`src/rtl/chan_en_pkg.sv`:
```
package chan_en_pkg;

    typedef enum logic [1:0] {
        OUT_STANDBY  = 2'd0,
        OUT_PARALLEL = 2'd1,
        OUT_MUTED    = 2'd2,
        OUT_DRIVE    = 2'd3
    } out_state_t;

endpackage

```
`src/rtl/chan_en_sync.sv`:
```
module chan_en_sync #(
    parameter int WIDTH  = 1,
    parameter int STAGES = 2
) (
    input  logic             clk,
    input  logic             rst_n,
    input  logic [WIDTH-1:0] din,
    output logic [WIDTH-1:0] dout
);

    logic [STAGES-1:0][WIDTH-1:0] stage_q;

    always_ff @(posedge clk or negedge rst_n) begin
        if (!rst_n) begin
            stage_q <= '0;
        end else begin
            stage_q[0] <= din;
            for (int s = 1; s < STAGES; s++) begin
                stage_q[s] <= stage_q[s-1];
            end
        end
    end

    assign dout = stage_q[STAGES-1];

endmodule

```
`src/rtl/chan_en_edge.sv`:
```
module chan_en_edge #(
    parameter int WIDTH = 1
) (
    input  logic             clk,
    input  logic             rst_n,
    input  logic [WIDTH-1:0] lvl,
    output logic [WIDTH-1:0] rise
);

    logic [WIDTH-1:0] prev_q;

    always_ff @(posedge clk or negedge rst_n) begin
        if (!rst_n) begin
            prev_q <= '0;
        end else begin
            prev_q <= lvl;
        end
    end

    generate
        for (genvar b = 0; b < WIDTH; b++) begin : g_bit
            assign rise[b] = lvl[b] & ~prev_q[b];
        end
    endgenerate

endmodule

```
`src/rtl/chan_en_shift_store.sv`:
```
module chan_en_shift_store #(
    parameter int BITS = 8
) (
    input  logic            clk,
    input  logic            rst_n,
    input  logic            clr_n,
    input  logic            sdata,
    input  logic            shift_stb,
    input  logic            load_stb,
    output logic [BITS-1:0] shift_q,
    output logic [BITS-1:0] store_q
);

    always_ff @(posedge clk or negedge rst_n) begin
        if (!rst_n) begin
            shift_q <= '0;
        end else if (shift_stb && clr_n) begin
            shift_q <= {shift_q[BITS-2:0], sdata};
        end
    end

    always_ff @(posedge clk or negedge rst_n) begin
        if (!rst_n) begin
            store_q <= '0;
        end else if (!clr_n) begin
            store_q <= '0;
        end else if (load_stb) begin
            store_q <= shift_q;
        end
    end

endmodule

```
`src/rtl/chan_en_out_fsm.sv`:
```
module chan_en_out_fsm
    import chan_en_pkg::*;
#(
    parameter int PHASES = 4
) (
    input  logic                  clk,
    input  logic                  rst_n,
    input  logic                  stby_n,
    input  logic                  mode_ser,
    input  logic                  gate,
    input  logic [2*PHASES-1:0]   par,
    input  logic [2*PHASES-1:0]   stored,
    output logic [2*PHASES-1:0]   en
);

    localparam int EN_BITS = 2 * PHASES;

    out_state_t state_q;
    out_state_t state_d;
    logic [EN_BITS-1:0] sel;

    always_ff @(posedge clk or negedge rst_n) begin
        if (!rst_n) begin
            state_q <= OUT_STANDBY;
        end else begin
            state_q <= state_d;
        end
    end

    always_comb begin
        state_d = state_q;
        unique case (state_q)
            OUT_STANDBY, OUT_PARALLEL, OUT_MUTED, OUT_DRIVE: begin
                if (!stby_n) begin
                    state_d = OUT_STANDBY;
                end else if (!mode_ser) begin
                    state_d = OUT_PARALLEL;
                end else if (!gate) begin
                    state_d = OUT_MUTED;
                end else begin
                    state_d = OUT_DRIVE;
                end
            end
            default: state_d = OUT_STANDBY;
        endcase
    end

    always_comb begin
        unique case (state_q)
            OUT_STANDBY:  sel = '0;
            OUT_PARALLEL: sel = par;
            OUT_MUTED:    sel = '0;
            OUT_DRIVE:    sel = stored;
            default:      sel = '0;
        endcase
    end

    generate
        for (genvar p = 0; p < PHASES; p++) begin : g_phase
            assign en[2*p]   = sel[2*p];
            assign en[2*p+1] = sel[2*p+1];
        end
    endgenerate

endmodule

```
`src/rtl/chan_enable_ser.sv`:
```
module chan_enable_ser
    import chan_en_pkg::*;
#(
    parameter int PHASES      = 4,
    parameter int SYNC_STAGES = 2
) (
    input  logic                clk,
    input  logic                rst_n,
    input  logic                mode_serial,
    input  logic                ser_clk,
    input  logic                ser_data,
    input  logic                ser_clr_n,
    input  logic                ser_latch,
    input  logic                gate_en,
    input  logic                stby_n,
    input  logic [2*PHASES-1:0] par_in,
    output logic [2*PHASES-1:0] en_out
);

    localparam int EN_BITS  = 2 * PHASES;
    localparam int CTL_BITS = 7;
    localparam int SYNC_W   = EN_BITS + CTL_BITS;

    logic [SYNC_W-1:0]  raw_in;
    logic [SYNC_W-1:0]  synced;
    logic               sclk_s, data_s, clr_s, latch_s, gate_s, stby_s, mode_s;
    logic [EN_BITS-1:0] par_s;
    logic               clk_rise, latch_rise;
    logic [EN_BITS-1:0] shift_q, store_q;

    assign raw_in = {par_in, mode_serial, stby_n, gate_en,
                     ser_latch, ser_clr_n, ser_data, ser_clk};

    chan_en_sync #(.WIDTH(SYNC_W), .STAGES(SYNC_STAGES)) u_sync (
        .clk  (clk),
        .rst_n(rst_n),
        .din  (raw_in),
        .dout (synced)
    );

    assign sclk_s  = synced[0];
    assign data_s  = synced[1];
    assign clr_s   = synced[2];
    assign latch_s = synced[3];
    assign gate_s  = synced[4];
    assign stby_s  = synced[5];
    assign mode_s  = synced[6];
    assign par_s   = synced[SYNC_W-1:CTL_BITS];

    chan_en_edge #(.WIDTH(2)) u_edge (
        .clk  (clk),
        .rst_n(rst_n),
        .lvl  ({latch_s, sclk_s}),
        .rise ({latch_rise, clk_rise})
    );

    chan_en_shift_store #(.BITS(EN_BITS)) u_regs (
        .clk      (clk),
        .rst_n    (rst_n),
        .clr_n    (clr_s),
        .sdata    (data_s),
        .shift_stb(clk_rise),
        .load_stb (latch_rise),
        .shift_q  (shift_q),
        .store_q  (store_q)
    );

    chan_en_out_fsm #(.PHASES(PHASES)) u_out (
        .clk     (clk),
        .rst_n   (rst_n),
        .stby_n  (stby_s),
        .mode_ser(mode_s),
        .gate    (gate_s),
        .par     (par_s),
        .stored  (store_q),
        .en      (en_out)
    );

endmodule


```
`config.mk`:
```
export PLATFORM = sky130hd
export DESIGN_NAME = chan_enable_ser
export DESIGN_NICKNAME = d
export VERILOG_FILES = /design/src/rtl/chan_en_pkg.sv /design/src/rtl/chan_en_sync.sv /design/src/rtl/chan_en_edge.sv /design/src/rtl/chan_en_shift_store.sv /design/src/rtl/chan_en_out_fsm.sv /design/src/rtl/chan_enable_ser.sv
export SDC_FILE = /design/constraint.sdc
export NUM_CORES = 1
export LEC_CHECK = 0
export BUFFER_PORTS_ARGS = -buffer_cell sky130_fd_sc_hd__buf_2
export CAP_MARGIN = 30
export CORE_MARGIN = 2
export CORE_UTILIZATION = 50
export CTS_CLUSTER_SIZE = 28
export DETAILED_ROUTE_END_ITERATION = 10
export GPL_TIMING_DRIVEN = 0
export PLACE_DENSITY = 0.84
export SYNTH_ARGS = -nofsm -noshare
export SYNTH_HDL_FRONTEND = slang
export SYNTH_HIERARCHICAL = 1
export SYNTH_SLANG_ARGS = --single-unit
```
`constraint.sdc`:
```
create_clock -name clk -period 1 [get_ports clk]
set_input_delay 0.15 -clock clk [delete_from_list [all_inputs] [get_ports clk]]
set_output_delay 0.15 -clock clk [all_outputs]
set_load 0.01 [all_outputs]
```
==> reports/metrics.cfg, run 1 <==
[outcome]
status=finished, violations left
violations=negative setup slack

[setup_path]
worstPathMaxFanout=8
cp_cell_sequence=buf_6 -> mux2i_2 -> nor2b_1 -> buf_2
critPathSlowestCell=dfrtp_1
cp.arrival_ps=1340
endpoint_kind=primary output
crit_buf_inv=2
crit_type=reg2out
critPathMaxStageDelay_ps=360
critPathLaunchType=flop
critPathTopFamily=flip-flops
crit_required_ps=850

[floorplan]
dieWidth_um=64.3
core_mm2=0.00342
fp.dieH_um=64.3
rows=21
die-area_mm2=0.00413
pin_count=25
start_util=0.532

[placement]
gp_congestion=0.719
dp.cells=184
place_area_mm2=0.00202
portBuffers=24
dpl.hpwl_um=1770

[pwr]
max-vdd-ir-drop_uv=1320
p_leak_nw=1.09
p_total_mw=4.11
power_density_mw_per_mm2=1810

[global_routing]
antenna_found_initial=0
grt_max_degree=30
globalRouteTotalUtil=0.163
overflow=0
grt_pass1_wl_um=4860
grt_pass1_vias=1070

[sta]
min_period_ps=1490
finClkSkew_ps=14.9
finalCritPeriodShare=1.49
final_hold_viol_count=0
setup_ws_ps=-491
grt_setup_unrepaired=true
setup_violations=24
slew_violations=0
tightestPinTransition_ps=481
fmax_mhz=671
slew_headroom=0.679

[synth]
yosys_warnings=6
synthDominantCellAreaShare=0.689
syn-num-nets=130
netlist_instances=113
synth_top_area_cell=dfrtp_1
yosysSeqAreaShare=0.689
ys_ff_latch=50
avgSynthCellArea_um2=16.1
syn_area_mm2=0.00182
synthDistinctLibCells=12
synthTopCellsByArea=dfrtp_1 69%, mux2i_1 8.8%, mux2_4 6.6%, buf_4 6.2%, nor2b_1 5.5%

[clocking]
cts_sinks=50
htreeDepth=2
cts-root-buf=clkbuf_4
clk_latency_ps=360
cts_tree=built
post_cts_buffers=0
clkTransAtPathRegs_ps=140
numCtsBuffers=5
cts_max_path_buffers=2

[job]
max_cap_violations=0

[finish]
multi_input_area_um2=460
fin_cells=205
final_util=0.666
antenna_cells=0
final_net_count=176
syn2layout_area_growth_pct=25.1
fillers=253
drive_above_1_share=0.384
seq_area_mm2=0.00125
stdcell_area_mm2=0.00227

[detailed_routing]
wirelength_um=2770
wl_per_cell_um=13.5
viasPerCell=4.61
drtPass1Iterations=4
ant_nets=0
drc_errors=0
drtIter0Drc=23
num_vias=946

[hold_path]
min_path_type=in2async

==> worst reg2reg max path, stage by stage (launching register included) <==
cell     delay, ps
dfrtp_1        420
nor2b_4        120
buf_8          160
mux2i_4        250
nor2b_2         60
==> cell usage after synthesis <==
master / n
inv_1: 1
mux2_4: 8
buf_6: 1
mux2i_1: 16
dfrtp_1: 50
buf_2: 1
and2_1: 1
buf_4: 15
nor2b_1: 16
nand2_4: 1
nor2b_4: 2
a21boi_0: 1
==> where the power goes <==
part           internal [mW]  switching, mW  total [mW]
Combinational          0.392          0.194       0.585
Sequential              2.25          0.170        2.42
Clock                  0.518          0.584        1.10
Total                   3.16          0.948        4.11
==> registers in the layout, indices dropped and copies added (netlist names) <==
name / count
u_sync/dout: 15
u_sync/stage_q: 15
u_regs/shift_q: 8
u_regs/store_q: 8
u_edge/prev_q: 2
u_out/state_q: 2
==> layer usage <==
| metal | GRT usage | vias up | share of wire |
|---|---|---|---|
| met5 | 0 | - | 0 |
| met4 | 0.0479 | 0 | 0.010 |
| met3 | 0.0616 | 4 | 0.048 |
| met2 | 0.285 | 25 | 0.53 |
| met1 | 0.184 | 475 | 0.41 |
| li1 | - | 442 | - |
==> cells in the final DEF (no fill, tap or decap), types with 2 or more instances in the layout <==
| cell | instances |
|---|---|
| clkbuf_4 | 5 |
| nor2b_4 | 2 |
| mux2_4 | 8 |
| buf_2 | 24 |
| dlygate4sd3_1 | 16 |
| nor2b_1 | 15 |
| buf_4 | 13 |
| dfrtp_1 | 50 |
| mux2i_1 | 14 |
==> final cells by class <==
cell class	count	share of cell area
plain buffers	15	0.0545
clock buffers	5	0.0165
clock inverters	2	0.0171
inverters	1	0.00165
multi-input cells	45	0.203
flip-flops and latches	50	0.550
well taps	46	0.0253
repair buffers	41	0.132
==> worst paths after layout <==
path / end / from / depth (start not counted) / slack (ps)
max in group asynchronous: u_sync/stage_q[7] / rst_n / 3 / 230
hold reg to reg: u_sync/dout[11] / u_sync/stage_q[11] / 0 / 350
setup reg to reg: u_regs/store_q[4] / u_edge/prev_q[1] / 4 / -100
hold / removal: u_edge/prev_q[1] / rst_n / 2 / 250
min in group clk: u_sync/dout[11] / u_sync/stage_q[11] / 0 / 350
setup / recovery: en_out[3] / u_out/state_q[1] / 4 / -490
==> what timing repair did <==
| item | 4_1_cts | 5_1_grt |
|---|---|---|
| endpoints found under the setup margin | 24 | 24 |
| endpoints found under the hold margin | 36 | 0 |
| pin swaps | 1 | 0 |
| hold buffers | 16 | 0 |
| resized for setup | 4 | 2 |
==> cell families after synthesis <==
group	synth area share
compound gates	0.00413
buf+inv	0.0730
flops	0.689
mux	0.154
simple gates	0.0799
==> stage by stage <==
| stage | hold WS (ps) | TNS, ps | setup WS [ps] |
|---|---|---|---|
| 3_3_place_gp | 259 | -1670 | -149 |
| 4_1_cts | 258 | -4950 | -511 |
| 3_5_place_dp | 136 | -2120 | -167 |
| 5_1_grt | 261 | -6280 | -573 |
| 2_1_floorplan | -146 | -1060 | -127 |
| 6_report | 252 | -4710 | -491 |
Power figures use the tool's default switching activity.
==> inputs of run 2 (changes only) <==
--- a/config.mk
+++ b/config.mk
@@ -8,11 +8,11 @@
 export BUFFER_PORTS_ARGS = -buffer_cell sky130_fd_sc_hd__buf_2
 export CAP_MARGIN = 30
 export CORE_MARGIN = 2
-export CORE_UTILIZATION = 50
+export CORE_UTILIZATION = 55
 export CTS_CLUSTER_SIZE = 28
 export DETAILED_ROUTE_END_ITERATION = 10
 export GPL_TIMING_DRIVEN = 0
-export PLACE_DENSITY = 0.84
+export PLACE_DENSITY = 0.87
 export SYNTH_ARGS = -nofsm -noshare
 export SYNTH_HDL_FRONTEND = slang
 export SYNTH_HIERARCHICAL = 1
==> constraint.sdc (replaced) <==
create_clock -name clk -period 1.56 [get_ports clk]
set_input_delay 0.234 -clock clk [delete_from_list [all_inputs] [get_ports clk]]
set_output_delay 0.234 -clock clk [all_outputs]
set_load 0.01 [all_outputs]
==> run 2 against run 1 <==
Net effect: the flow now finishes without violations; register-to-register slack improved by 440 ps; die area decreased by 8.5%; sequential power decreased by 36%; sequential share of layout area increased by 1.0 points; via count decreased by 0.85%; combinational power decreased by 38%; worst setup slack improved by 540 ps; highest routed layer unchanged; power decreased by 40%; utilization increased by 5.4 points; global-route usage increased by 0.21 points; critical path type unchanged; first-iteration DRC count decreased by 26%; non-clock buffer count increased by 2.
==> reports/metrics.cfg, run 2 (synthesis results as in run 1) <==
[finish]
stdcell_area_mm2=0.00223  ; -1.8%
drive_above_1_share=0.370  ; -0.0133
layout_commonest_cell=dfrtp_1
fillers=210  ; -17%
antenna_cells=0  ; unchanged
fin_cells=206  ; +0.49%
syn2layout_area_growth_pct=22.9
final_net_count=178  ; +1.1%
layout_common_cells=50 x dfrtp_1, 25 x buf_2, 16 x dlygate4sd3_1, 16 x mux2i_1, 16 x nor2b_1

[placement]
gp_congestion=0.701  ; -2.5%
portBuffers=24  ; unchanged
dp.cells=181  ; -1.6%
dpl.hpwl_um=1750  ; -1.1%
place_area_mm2=0.00199  ; -1.4%

[floorplan]
die-area_mm2=0.00378  ; -8.5%
pin_count=25  ; unchanged
rows=20  ; -4.8%
start_util=0.585  ; +0.0536
core_mm2=0.00310  ; -9.2%
fp.dieH_um=61.5  ; -4.4%
dieWidth_um=61.5  ; -4.4%

[clocking]
clkTransAtPathRegs_ps=130  ; about the same
cts-root-buf=clkbuf_4
numCtsBuffers=5  ; unchanged
htreeDepth=2  ; unchanged
cts_tree=built
clk_latency_ps=340  ; -20 ps
ctsResizeCount=0  ; -4
cts_sinks=50  ; unchanged
post_cts_buffers=0  ; unchanged
cts_max_path_buffers=2  ; unchanged

[pwr]
p_total_mw=2.48  ; -40%
power.combinational.fraction=0.146  ; +0.004
max-vdd-ir-drop_uv=1000  ; -24%
power.switching_mw=0.576  ; -39%
seqPwrFrac=0.624  ; +0.034
p_sw_frac=0.232  ; +0.00145
p_int_mw=1.91  ; -40%
clkPwrFrac=0.230  ; -0.038
p_leak_nw=1.10  ; +0.31%
power_density_mw_per_mm2=1110  ; -39%

[sta]
finalCritPeriodShare=0.969
setup_violations=0  ; -100%
fmax_mhz=662
slew_violations=0  ; unchanged
min_period_ps=1510
grt_setup_unrepaired=true
tightestPinTransition_ps=238  ; -244 ps
final_hold_viol_count=0  ; unchanged
finClkSkew_ps=7.46  ; -7.43 ps
slew_headroom=0.842  ; +0.162
hold-worst-slack_ps=258  ; +6.45 ps

[outcome]
status=complete, no violations

[setup_path]
cp_cell_sequence=buf_6 -> mux2i_1 -> nor2b_1 -> buf_2
crit_buf_inv=2  ; unchanged
crit_required_ps=1330  ; +480 ps
worstPathMaxFanout=8  ; unchanged
critPathMaxStageDelay_ps=360  ; about the same
critPathTopFamily=flip-flops
crit_type=reg2out
critPathLaunchType=flop
critPathSlowestCell=dfrtp_1
endpoint_kind=primary output
cp.arrival_ps=1280  ; -60 ps

[global_routing]
grt_pass1_vias=1047  ; -2.1%
overflow=0  ; unchanged
gr-usage-met1=0.177  ; -0.00745
grt_max_degree=51  ; +70%
grtUsageMet3=0.0441  ; -0.0175
globalRouteTotalUtil=0.165  ; +0.00214
antenna_found_initial=0  ; unchanged
grt_pass1_wl_um=4370  ; -10%
grt-busiest-layer=met2
use_met2=0.321  ; +0.0355

[detailed_routing]
wl_per_cell_um=13.0  ; -3.5%
num_vias=938  ; -0.85%
drc_errors=0  ; unchanged
viasPerCell=4.55  ; -1.3%
wirelength_um=2680  ; -3.0%
drtPass1Iterations=4  ; unchanged
ant_nets=0  ; unchanged
drtIter0Drc=17  ; -26%

[hold_path]
min_path_type=in2async

[job]
max_cap_violations=0  ; unchanged

run 2: changes by cell type in the layout (fill, tap and decap cells not counted), sizes merged:
cell,change
bufinv,-1
buf,+2
clkbuf,+2
run 2: worst paths after layout:
kind | start | endpoint | slack, ps | cells after the start
max reg2reg | u_sync/dout[3] | u_regs/store_q[5] | 340 | 5
min | rst_n | u_sync/dout[14] | 260 | 2
min in group clk | u_sync/stage_q[1] | u_sync/dout[1] | 360 | 0
max in group asynchronous | rst_n | u_regs/store_q[1] | 850 | 3
min reg2reg | u_sync/stage_q[1] | u_sync/dout[1] | 360 | 0
max | u_out/state_q[1] | en_out[0] | 50 | 4
run 2: stage by stage:
step / TNS, ps / worst slack [ps] / utilization
CTS: 0 / 22.8 / 0.710
finish: 0 / 48.8 / 0.719
global placement: 0 / 404 / 0.642
floorplan: 0 / 425 / -
global route: -241 / -46.9 / 0.719
detailed placement: 0 / 360 / 0.642
run 2: final cells by class:
class	count	area, um2	area share
clock inverters	1	5.00	0.00224
well taps	44	55.1	0.0247
multi-input cells	45	433	0.194
repair buffers	41	300	0.135
clock buffers	7	55.1	0.0247
plain buffers	17	129	0.0577
flip-flops and latches	50	1250	0.561
inverters	1	3.75	0.00168
run 2: layer usage:
metal  vias to the layer above  wire length, um
met5                         -                0
met3                         2               82
met2                        20             1500
li1                        445                -
met1                       471             1080
met4                         0               19
run 2: power by group through the flow:
| stage | clock (mW) | combinational [mW] | sequential, mW |
|---|---|---|---|
| after CTS | 0.593 | 0.355 | 1.55 |
| final | 0.572 | 0.361 | 1.55 |
| after detailed placement | 0 | 0.326 | 1.57 |
| after floorplan | 0 | 0.246 | 1.54 |
| after global routing | 0.649 | 0.397 | 1.57 |
| after global placement | 0 | 0.309 | 1.56 |
run 2: what timing repair did:
| item | CTS | global route |
|---|---|---|
| hold buffers | 15 | 1 |
| endpoints found under the hold margin | 15 | 50 |
| endpoints found under the setup margin | 0 | 8 |
